### config.mk
export PLATFORM = sky130hd
export DESIGN_NAME = curs_overlay
export DESIGN_NICKNAME = d
export VERILOG_FILES = /design/src/rtl/curs_ovl_pkg.sv /design/src/rtl/curs_regbank.sv /design/src/rtl/curs_window.sv /design/src/rtl/curs_planesel.sv /design/src/rtl/curs_overlay.sv
export SDC_FILE = /design/constraint.sdc
export NUM_CORES = 2
export LEC_CHECK = 0
export BUFFER_PORTS_ARGS = -buffer_cell sky130_fd_sc_hd__buf_4
export CORE_ASPECT_RATIO = 2
export CORE_MARGIN = 2
export CORE_UTILIZATION = 25
export DETAILED_ROUTE_END_ITERATION = 10
export GPL_ROUTABILITY_DRIVEN = 0
export HOLD_SLACK_MARGIN = 0.12
export PLACE_DENSITY = 0.47
export REMOVE_ABC_BUFFERS = 1
export SYNTH_ARGS = -nofsm -noshare
export SYNTH_HDL_FRONTEND = slang
export SYNTH_SLANG_ARGS = --single-unit
export TNS_END_PERCENT = 50
### constraint.sdc
create_clock -name clk -period 11.1 [get_ports clk]
set_input_delay 0.555 -clock clk [delete_from_list [all_inputs] [get_ports clk]]
set_output_delay 0.555 -clock clk [all_outputs]
set_load 0.01 [all_outputs]
### src/rtl/curs_ovl_pkg.sv
package curs_ovl_pkg;

   localparam int REG_W = 32;

   // Overlay select encoding: bit 1 = painted, bit 0 = which overlay colour
   typedef enum logic [1:0] {
      SEL_PASS    = 2'b00,
      SEL_COLOR_A = 2'b10,   // overlay colour 258
      SEL_COLOR_B = 2'b11    // overlay colour 259
   } ovl_sel_e;

   function automatic ovl_sel_e plane_code(input logic mask_bit, input logic img_bit);
      if (!mask_bit)
         return SEL_PASS;
      else if (img_bit)
         return SEL_COLOR_B;
      else
         return SEL_COLOR_A;
   endfunction

endpackage

### src/rtl/curs_regbank.sv
module curs_regbank
   import curs_ovl_pkg::*;
#(
   parameter int                ADDR_W    = 12,
   parameter int                COORD_W   = 16,
   parameter int                CUR_DIM   = 32,
   parameter logic [ADDR_W-1:0] POS_OFS   = 12'h8FC,
   parameter logic [ADDR_W-1:0] MASK_BASE = 12'h900,
   parameter logic [ADDR_W-1:0] IMG_BASE  = 12'h980,
   parameter logic [ADDR_W-1:0] STAT_OFS  = 12'h818,
   parameter int                FORCE_BIT = 25,
   parameter logic [COORD_W-1:0] RESET_X  = 16'hF000
) (
   input  logic                clk,
   input  logic                rst_n,
   input  logic                wr_en,
   input  logic                rd_en,
   input  logic [ADDR_W-1:0]   addr,
   input  logic [REG_W-1:0]    wdata,
   output logic [REG_W-1:0]    rdata,
   output logic [COORD_W-1:0]  cur_x,
   output logic [COORD_W-1:0]  cur_y,
   output logic [CUR_DIM-1:0]  mask_rows [CUR_DIM],
   output logic [CUR_DIM-1:0]  img_rows  [CUR_DIM]
);

   localparam int                ROW_W      = $clog2(CUR_DIM);
   localparam int                SPAN       = 4 * CUR_DIM;
   localparam logic [ADDR_W:0]   MASK_END   = {1'b0, MASK_BASE} + (ADDR_W+1)'(SPAN);
   localparam logic [ADDR_W:0]   IMG_END    = {1'b0, IMG_BASE} + (ADDR_W+1)'(SPAN);
   localparam logic [REG_W-1:0]  FORCE_MASK = REG_W'(1) << FORCE_BIT;

   logic [ADDR_W:0]    addr_x;
   logic               in_mask, in_img;
   logic [ROW_W-1:0]   mask_row, img_row;
   logic [CUR_DIM-1:0] mask_we, img_we;
   logic [REG_W-1:0]   stat_q;

   assign addr_x   = {1'b0, addr};
   assign in_mask  = (addr_x >= {1'b0, MASK_BASE}) && (addr_x < MASK_END);
   assign in_img   = (addr_x >= {1'b0, IMG_BASE})  && (addr_x < IMG_END);
   assign mask_row = ROW_W'((addr - MASK_BASE) >> 2);
   assign img_row  = ROW_W'((addr - IMG_BASE) >> 2);

   // per-row write enables
   for (genvar r = 0; r < CUR_DIM; r++) begin : g_row_we
      assign mask_we[r] = wr_en && in_mask && (mask_row == ROW_W'(r));
      assign img_we[r]  = wr_en && in_img  && (img_row  == ROW_W'(r));
   end

   always_ff @(posedge clk or negedge rst_n) begin
      if (!rst_n) begin
         for (int r = 0; r < CUR_DIM; r++) begin
            mask_rows[r] <= '0;
            img_rows[r]  <= '0;
         end
      end else begin
         for (int r = 0; r < CUR_DIM; r++) begin
            if (mask_we[r]) mask_rows[r] <= wdata[CUR_DIM-1:0];
            if (img_we[r])  img_rows[r]  <= wdata[CUR_DIM-1:0];
         end
      end
   end

   // cursor origin: x in the upper half-word, y in the lower
   always_ff @(posedge clk or negedge rst_n) begin
      if (!rst_n) begin
         cur_x <= RESET_X;
         cur_y <= '0;
      end else if (wr_en && (addr == POS_OFS)) begin
         cur_x <= wdata[16 +: COORD_W];
         cur_y <= wdata[COORD_W-1:0];
      end
   end

   always_ff @(posedge clk or negedge rst_n) begin
      if (!rst_n)
         stat_q <= '0;
      else if (wr_en && (addr == STAT_OFS))
         stat_q <= wdata;
   end

   // registered read port: only the status word is visible
   always_ff @(posedge clk or negedge rst_n) begin
      if (!rst_n)
         rdata <= '0;
      else if (rd_en)
         rdata <= (addr == STAT_OFS) ? (stat_q | FORCE_MASK) : '0;
   end

endmodule

### src/rtl/curs_window.sv
module curs_window #(
   parameter int COORD_W = 16,
   parameter int CUR_DIM = 32,
   localparam int ROW_W  = $clog2(CUR_DIM)
) (
   input  logic [COORD_W-1:0] pix_x,
   input  logic [COORD_W-1:0] pix_y,
   input  logic [COORD_W-1:0] act_w,
   input  logic [COORD_W-1:0] act_h,
   input  logic [COORD_W-1:0] cur_x,
   input  logic [COORD_W-1:0] cur_y,
   output logic               hit,
   output logic [ROW_W-1:0]   row,
   output logic [ROW_W-1:0]   col
);

   localparam logic [COORD_W:0] DIM_X = (COORD_W+1)'(CUR_DIM);

   logic [COORD_W:0] px, py, w, h, cx, cy;
   logic             in_active, x_on, in_rows, in_cols;

   // one extra bit keeps cursor + DIM from wrapping
   assign px = {1'b0, pix_x};
   assign py = {1'b0, pix_y};
   assign w  = {1'b0, act_w};
   assign h  = {1'b0, act_h};
   assign cx = {1'b0, cur_x};
   assign cy = {1'b0, cur_y};

   assign in_active = (px < w) && (py < h);
   assign x_on      = (cx < w);
   assign in_rows   = (py >= cy) && (py < cy + DIM_X);
   // px < w (in in_active) provides the right-edge clip
   assign in_cols   = (px >= cx) && (px < cx + DIM_X);

   assign hit = in_active && x_on && in_rows && in_cols;
   assign row = ROW_W'(pix_y - cur_y);
   assign col = ROW_W'(pix_x - cur_x);

endmodule

### src/rtl/curs_planesel.sv
module curs_planesel
   import curs_ovl_pkg::*;
#(
   parameter int CUR_DIM = 32,
   localparam int ROW_W  = $clog2(CUR_DIM)
) (
   input  logic                hit,
   input  logic [ROW_W-1:0]    row,
   input  logic [ROW_W-1:0]    col,
   input  logic [CUR_DIM-1:0]  mask_rows [CUR_DIM],
   input  logic [CUR_DIM-1:0]  img_rows  [CUR_DIM],
   output ovl_sel_e            sel
);

   logic [ROW_W-1:0]   bit_idx;
   logic [CUR_DIM-1:0] mask_word, img_word;

   // leftmost column maps to the most significant bit
   assign bit_idx   = ROW_W'(CUR_DIM - 1) - col;
   assign mask_word = mask_rows[row];
   assign img_word  = img_rows[row];

   always_comb begin
      if (hit)
         sel = plane_code(mask_word[bit_idx], img_word[bit_idx]);
      else
         sel = SEL_PASS;
   end

endmodule

### src/rtl/curs_overlay.sv
module curs_overlay
   import curs_ovl_pkg::*;
#(
   parameter int                 ADDR_W    = 12,
   parameter int                 COORD_W   = 16,
   parameter int                 PIX_W     = 8,
   parameter int                 CUR_DIM   = 32,
   parameter logic [ADDR_W-1:0]  POS_OFS   = 12'h8FC,
   parameter logic [ADDR_W-1:0]  MASK_BASE = 12'h900,
   parameter logic [ADDR_W-1:0]  IMG_BASE  = 12'h980,
   parameter logic [ADDR_W-1:0]  STAT_OFS  = 12'h818,
   parameter int                 FORCE_BIT = 25,
   parameter logic [COORD_W-1:0] RESET_X   = 16'hF000
) (
   input  logic               clk,
   input  logic               rst_n,
   input  logic               reg_wr_en,
   input  logic               reg_rd_en,
   input  logic [ADDR_W-1:0]  reg_addr,
   input  logic [31:0]        reg_wdata,
   output logic [31:0]        reg_rdata,
   input  logic               pix_valid,
   input  logic [COORD_W-1:0] pix_x,
   input  logic [COORD_W-1:0] pix_y,
   input  logic [COORD_W-1:0] act_width,
   input  logic [COORD_W-1:0] act_height,
   input  logic [PIX_W-1:0]   pix_in,
   output logic               out_valid,
   output logic [1:0]         out_sel,
   output logic [PIX_W-1:0]   out_pix
);

   localparam int ROW_W = $clog2(CUR_DIM);

   // elaboration-time parameter checks
   if (CUR_DIM < 2 || CUR_DIM > REG_W || (1 << ROW_W) != CUR_DIM) begin : g_bad_dim
      $error("CUR_DIM must be a power of two between 2 and 32");
   end
   if (COORD_W < ROW_W || COORD_W > 16) begin : g_bad_coord
      $error("COORD_W must lie between log2(CUR_DIM) and 16");
   end
   if (FORCE_BIT < 0 || FORCE_BIT >= REG_W) begin : g_bad_force
      $error("FORCE_BIT outside the register word");
   end
   if (int'(MASK_BASE) + 4*CUR_DIM > int'(IMG_BASE) && int'(IMG_BASE) + 4*CUR_DIM > int'(MASK_BASE)) begin : g_overlap
      $error("mask and image ranges overlap");
   end

   logic [COORD_W-1:0] cur_x, cur_y;
   logic [CUR_DIM-1:0] mask_rows [CUR_DIM];
   logic [CUR_DIM-1:0] img_rows  [CUR_DIM];
   logic               hit;
   logic [ROW_W-1:0]   row, col;
   ovl_sel_e           sel;

   curs_regbank #(
      .ADDR_W(ADDR_W), .COORD_W(COORD_W), .CUR_DIM(CUR_DIM),
      .POS_OFS(POS_OFS), .MASK_BASE(MASK_BASE), .IMG_BASE(IMG_BASE),
      .STAT_OFS(STAT_OFS), .FORCE_BIT(FORCE_BIT), .RESET_X(RESET_X)
   ) regs_i (
      .clk(clk), .rst_n(rst_n),
      .wr_en(reg_wr_en), .rd_en(reg_rd_en), .addr(reg_addr),
      .wdata(reg_wdata), .rdata(reg_rdata),
      .cur_x(cur_x), .cur_y(cur_y),
      .mask_rows(mask_rows), .img_rows(img_rows)
   );

   curs_window #(.COORD_W(COORD_W), .CUR_DIM(CUR_DIM)) win_i (
      .pix_x(pix_x), .pix_y(pix_y),
      .act_w(act_width), .act_h(act_height),
      .cur_x(cur_x), .cur_y(cur_y),
      .hit(hit), .row(row), .col(col)
   );

   curs_planesel #(.CUR_DIM(CUR_DIM)) sel_i (
      .hit(hit), .row(row), .col(col),
      .mask_rows(mask_rows), .img_rows(img_rows),
      .sel(sel)
   );

   // single output stage
   always_ff @(posedge clk or negedge rst_n) begin
      if (!rst_n) begin
         out_valid <= 1'b0;
         out_sel   <= SEL_PASS;
         out_pix   <= '0;
      end else begin
         out_valid <= pix_valid;
         out_sel   <= pix_valid ? sel : SEL_PASS;
         out_pix   <= pix_in;
      end
   end

endmodule

# Yosys cells after proc, flatten, opt, wreduce, memory -nomap -nowiden
# Index checks and enable logic that the tools add are counted.
[totals]
register_bits = 2155
in_bits = 121
word_cells = 249
[op_classes]
add_sub_neg = 7
order_cmp = 13
n_eq_ne = 64
mux = 15
bitwise = 1
reduce_logical = 78
[ops]
columns = ["operator", "count"]
rows = [
  ["binary-select mux 32 bit (select 5 bit)", 2],
  ["== test 5 bit, second input constant", 32],
  ["two-way mux 32 bit", 5],
  ["== test 5 x 4 -> 1 bit, second input constant", 16],
  ["logical AND 1 bit", 76],
  ["less-than comparator 16 bit", 3],
  ["== test 5 x 3 -> 1 bit, second input constant", 8],
  ["adder 16 x 6 -> 17 bit, second input constant", 2],
  ["less-than comparator 16 x 17 -> 1 bit", 2],
  [">= comparator 16 bit", 2],
  ["== test 12 bit, second input constant", 2],
  [">= comparator 12 bit, second input constant", 2],
  ["less-than comparator 12 bit, second input constant", 2],
  ["== test 5 x 2 -> 1 bit, second input constant", 4],
  ["subtractor 7 x 1 -> 7 bit, second input constant", 2],
  ["binary-select mux 1 bit (select 5 bit)", 2],
  ["== test 5 x 1 -> 1 bit, second input constant", 2],
  ["logical NOT 5 bit", 2],
  ["subtractor 5 bit", 2],
  [">= comparator 6 bit, second input constant", 1],
  ["less-than comparator 5 x 6 -> 1 bit, second input constant", 1],
  ["two-way mux 2 bit", 3],
  ["NOT 5 -> 6 bit", 1],
  ["subtractor 5 bit, first input constant", 1],
  ["two-way mux 1 bit", 3],
]

# Longest topological paths before layout
[depth]
depth_word = 11
mapped_depth = 18
depth_no_buf = 14

# Modules after synthesis
# A second synthesis with hierarchy kept.
[unflattened]
hier_cells = 6926
area_unflattened_um2 = 101442.3
[by_module_without_submodules]
columns = ["module", "n_inst", "cells_each", "area_per_inst_um2"]
rows = [
  ["curs_regbank", 1, 4912, 80572.3],
  ["curs_planesel", 1, 1620, 17684.5],
  ["curs_window", 1, 381, 2897.8],
  ["curs_overlay", 1, 13, 287.8],
]

# Worst setup path after synthesis
# No wires, ideal clock.
[synth_timing]
kind = "input-to-reg"
start = "in pix_y[0]"
end = "reg out_sel[0]"
setup_ns = 0.120
arrival_ns = 3.826
path_slack_ns = 7.153
stages = 16
n_path_buf = 7
cell_sequence = "inv_1 > ha_1 > fa_1 > buf_4 > buf_4 > buf_4 > buf_4 > buf_2 > clkbuf_1 > clkbuf_1 > mux4_2 > mux2i_1 > o221ai_1 > o21ai_0 > nand4_1 > and4_1"
[synth_via]
elab_chain_cells = 11
[synth_lines]
columns = ["item", "line", "rtl"]
rows = [
  ["from (decl)", "curs_overlay.sv:24", "input logic [COORD_W-1:0] pix_y,"],
  ["subtractor 5 bit", "curs_window.sv:37", "assign row = ROW_W'(pix_y - cur_y);"],
  ["NOT 5 -> 6 bit (not written as such)", "curs_planesel.sv:20, curs_planesel.sv:21", ""],
  ["binary-select mux 32 bit (select 5 bit)", "curs_planesel.sv:21", "assign img_word = img_rows[row];"],
  ["two-way mux 32 bit (not written as such) (2 in a row)", "curs_planesel.sv:21", ""],
  ["binary-select mux 1 bit (select 5 bit)", "curs_planesel.sv:25", "sel = plane_code(mask_word[bit_idx], img_word[bit_idx]);"],
  ["two-way mux 1 bit (not written as such)", "curs_planesel.sv:25", ""],
  ["two-way mux 1 bit", "curs_ovl_pkg.sv:15", "else if (img_bit)"],
  ["two-way mux 2 bit", "curs_ovl_pkg.sv:13", "if (!mask_bit)"],
  ["two-way mux 2 bit *", "curs_planesel.sv:24", "if (hit)"],
  ["two-way mux 2 bit *", "curs_overlay.sv:89", "out_sel <= pix_valid ? sel : SEL_PASS;"],
  ["to (signal assigned)", "curs_overlay.sv:89", ""],
  ["to (decl)", "curs_overlay.sv:29", "output logic [1:0] out_sel,"],
]
# Every way passes the cells marked *; elsewhere a longest branch is shown, timed or not. The select of a mux whose other input is x is not followed.
# A chain may end at the register's enable or synchronous reset.

# Worst setup path in the final report
[layout_timing]
start = "reg regs_i.cur_y[0]"
end = "reg out_sel[0]"
[layout_via]
elab_chain_cells = 11
[layout_lines]
columns = ["item", "line", "rtl"]
rows = [
  ["from (decl)", "curs_regbank.sv:22", "output logic [COORD_W-1:0] cur_y,"],
  ["from (signal assigned)", "curs_regbank.sv:72", "cur_y <= wdata[COORD_W-1:0];"],
  ["subtractor 5 bit", "curs_window.sv:37", ""],
  ["NOT 5 -> 6 bit (not written as such)", "curs_planesel.sv:20, curs_planesel.sv:21", ""],
  ["binary-select mux 32 bit (select 5 bit)", "curs_planesel.sv:21", ""],
  ["two-way mux 32 bit (not written as such) (2 in a row)", "curs_planesel.sv:21", ""],
  ["binary-select mux 1 bit (select 5 bit)", "curs_planesel.sv:25", ""],
  ["two-way mux 1 bit (not written as such)", "curs_planesel.sv:25", ""],
  ["two-way mux 1 bit", "curs_ovl_pkg.sv:15", ""],
  ["two-way mux 2 bit", "curs_ovl_pkg.sv:13", ""],
  ["two-way mux 2 bit *", "curs_planesel.sv:24", ""],
  ["two-way mux 2 bit *", "curs_overlay.sv:89", ""],
]
# Marked as above.

==> results.toml <==
[power]
power_mw = 16.9
max-vdd-ir-drop_mv = 0.120
p_leak_nw = 54.1
power_density_nw_per_um2 = 148

[grt]
grt_overflow = 0
grt_max_degree = 170
grtUsageTotal = 0.170
antenna_found_initial = 39
grt_pass1_vias = 65200
grt_pass1_wl_um = 498000

[synth]
synth-seq-cells = 2154
synthCells = 6710
avgSynthCellArea_um2 = 14.9
seq_area_frac_synth = 0.538
synth_commonest_cells = "dfrtp_1, mux2_2, mux4_2, clkbuf_1, nand2_1"
synth_top_cells_by_area = "dfrtp_1, mux2_2, mux4_2"
synth_edf_count = 0
yosysMostFrequentCell = "dfrtp_1"
ys.flop_type = "dfrtp_1"
post-synth-top-area-cell = "dfrtp_1"
synthArstFlopShare = 1.00
yosys.area.top_type_share = 0.537
ys_types = 82
yosysWarnings = 0
syn_area_um2 = 100000

[route]
routed_wl_um = 349000
drt-initial-drc-count = 3846
post_drt_wl_per_cell_um = 28.8
ant_nets = 0
vias = 59300
drc_errors = 0
firstDrtPassIters = 5
vias_per_cell = 4.90

[cells_and_area]
multiInputGateArea_um2 = 43700
fillers = 40200
fin_util = 0.287
layout.nets = 6857
final-seq-area_um2 = 53900
area_growth_pct = 14.3
drive_gt1_frac = 0.495

[critical_path]
cp.required_ns = 11.90
cp.arrival_ns = 7.28
cp_slowest_cell = "fa_4"
critPathMaxStageDelay_ns = 1.25
cp_cell_sequence = "ha_4 > fa_4 > buf_4 > buf_12 > mux4_2 > and3_1 > a2111oi_1 > buf_4 > o41ai_1 > a21oi_1 > o311a_1 > o311a_2 > nor4b_4 > and4_1"
worst_r2r_endpoint = "out_sel[0]$_DFF_PN0_"
rrSetupSlack_ns = 4.62
crit_path_start_kind = "register"
cp_common_cell = "buf_4"
r2r_start = "regs_i.cur_y[0]$_DFFE_PN0P_"
worstSetupEndpointType = "register"
rr_worst_depth = 14
cp_max_fo = 108
critPathLaunch = "regs_i.cur_y[0]$_DFFE_PN0P_"
critical_path_class = "register to register"

[clocking]
clk_pin_slew_worst_paths_ns = 0.06
clock_path_buffers = 4
cts_setup_buffers = 0
cts.sinks = 2154
cts_root_buf = "clkbuf_16"
numCtsBuffers = 215
clock_latency_ns = 0.93
htree_num_levels = 4
tritoncts = "built"
cts_resized = 0

[timing]
fmax_ghz = 0.154
tightestPinTransition_ns = 1.59
setup_tns_ns = 0
setup_viol = 0
fin_crit_ns = 6.48
clock_skew_ns = 0.0668
hold_viol_final = 0
rsz0062_at_grt = "no"
drv_slew = 2
fin_crit_sh = 0.584
slew_headroom = -0.0723

[floorplanning]
core.rowCount = 328
die_h_um = 899
die_w_um = 452
io_pins = 164
fp.dieArea_um2 = 406000
core_um2 = 399000
start_util = 0.251

[flow_run]
cap_violations = 2

[status]
status = "finished, violations left"
violations = "capacitance limit, slew limit"

[hold_path]
worstHoldStart = "reg_wdata[6]"
hp-class = "primary input to register"
hold_depth = 2
hold_path_end = "regs_i.img_rows[614]$_DFFE_PN0P_"

[place]
port_buffers = 163
dp_hpwl_um = 208000
-- cell families (layout without fill, tap and decap cells) --
logic type      Yosys count  count (layout)  synth area share
mux                    2673            2673             0.359
flops                  2154            2154             0.538
simple gates            743             743            0.0340
buf+inv                 712             794            0.0313
compound gates          293             293            0.0210
fa+ha+maj               106             106            0.0134
xor+xnor                 29              29           0.00276
other cells               0              32                 0
-- report_power, final --
| part | switching, mW | total, mW | internal [mW] |
|---|---|---|---|
| combinational | 0.894 | 1.27 | 0.376 |
| sequential | 0.0543 | 8.02 | 7.96 |
| clock | 3.28 | 7.63 | 4.35 |
-- placed cells by master (no fill, tap or decap), drive strengths merged, types with 9 or more instances in the layout --
master | synthesis | final
buf | 236 | 322
a31oi | 12 | 12
a211oi | 21 | 21
a21o | 28 | 28
nor2 | 111 | 111
o21ai | 55 | 55
a22o | 31 | 31
diode | 0 | 32
mux2i | 55 | 55
dfrtp | 2150 | 2150
a21oi | 37 | 37
xnor2 | 23 | 23
inv | 74 | 77
nor3 | 26 | 26
a2111oi | 22 | 22
nand2 | 336 | 336
o21a | 10 | 10
clkinv | 1 | 29
o22ai | 11 | 11
mux2 | 2087 | 2087
mux4 | 531 | 531
bufinv | 0 | 17
dlygate4sd3 | 0 | 18
and3 | 41 | 41
nand2b | 13 | 13
nand3 | 129 | 129
clkbuf | 401 | 327
nand4 | 46 | 46
nor2b | 9 | 9
ha | 104 | 104
-- layout make-up --
class / instances / share of cell area
Antenna cell: 32 / 0.000699
Inverter: 75 / 0.00246
Sequential cell: 2154 / 0.471
Timing Repair Buffer: 340 / 0.0244
Tap cell: 5280 / 0.0577
Multi-Input combinational cell: 3844 / 0.381
Clock buffer: 327 / 0.0560
Clock inverter: 52 / 0.00640
-- worst max-delay path: cells and delay by family, from the launching register on --
kind | cells | cell delay, ns
buffers and inverters | 3 | 1.46
AND/OR/NAND/NOR | 3 | 0.97
multiplexers | 1 | 0.35
flip-flops | 1 | 0.40
adder cells (fa/ha/maj) | 2 | 1.42
AO/OA/AOI/OAI | 5 | 1.35
-- stage by stage --
step | worst slack [ns] | area, um2 | std cells | hold WS [ns]
final | 4.62 | 114000 | 12100 | 0.172
after global routing | 4.51 | 114000 | 12100 | 0.179
after CTS | 4.70 | 114000 | 12100 | 0.126
after detailed placement | 4.44 | 107000 | 11700 | 0.471
after global placement | 4.33 | 107000 | 11700 | 0.463
after floorplan | -10.12 | 97300 | 6073 | 0.259
-- worst max path at each step --
stage,end,slack (ns)
after floorplan,out_sel[0]$_DFF_PN0_,-10.12
after global placement,out_sel[0]$_DFF_PN0_,4.33
after detailed placement,out_sel[0]$_DFF_PN0_,4.44
after CTS,out_sel[0]$_DFF_PN0_,4.70
after global routing,out_sel[0]$_DFF_PN0_,4.51
final,out_sel[0]$_DFF_PN0_,4.62
-- repair_timing --
| action | 4_1_cts | 5_1_grt |
|---|---|---|
| endpoints found under the setup margin | 0 | 0 |
| hold buffers | 18 | 0 |
| endpoints found under the hold margin | 225 | 0 |
-- state kept, by name (all words and copies together), names as in the netlist --
signal	cells
out_pix	8
out_sel	2
out_valid	1
regs_i.cur_x	16
regs_i.cur_y	16
regs_i.img_rows	1024
regs_i.mask_rows	1024
regs_i.rdata	32
regs_i.stat_q	31
-- per-layer routing --
metal / vias up / share of wire / global-route usage
li1: 24500 / - / -
met1: 32800 / 0.37 / 0.188
met2: 1416 / 0.53 / 0.316
met4: 14 / 0.058 / 0.0886
met5: - / 0.00025 / 0
met3: 584 / 0.041 / 0.0196
Power figures use the tool's default switching activity.
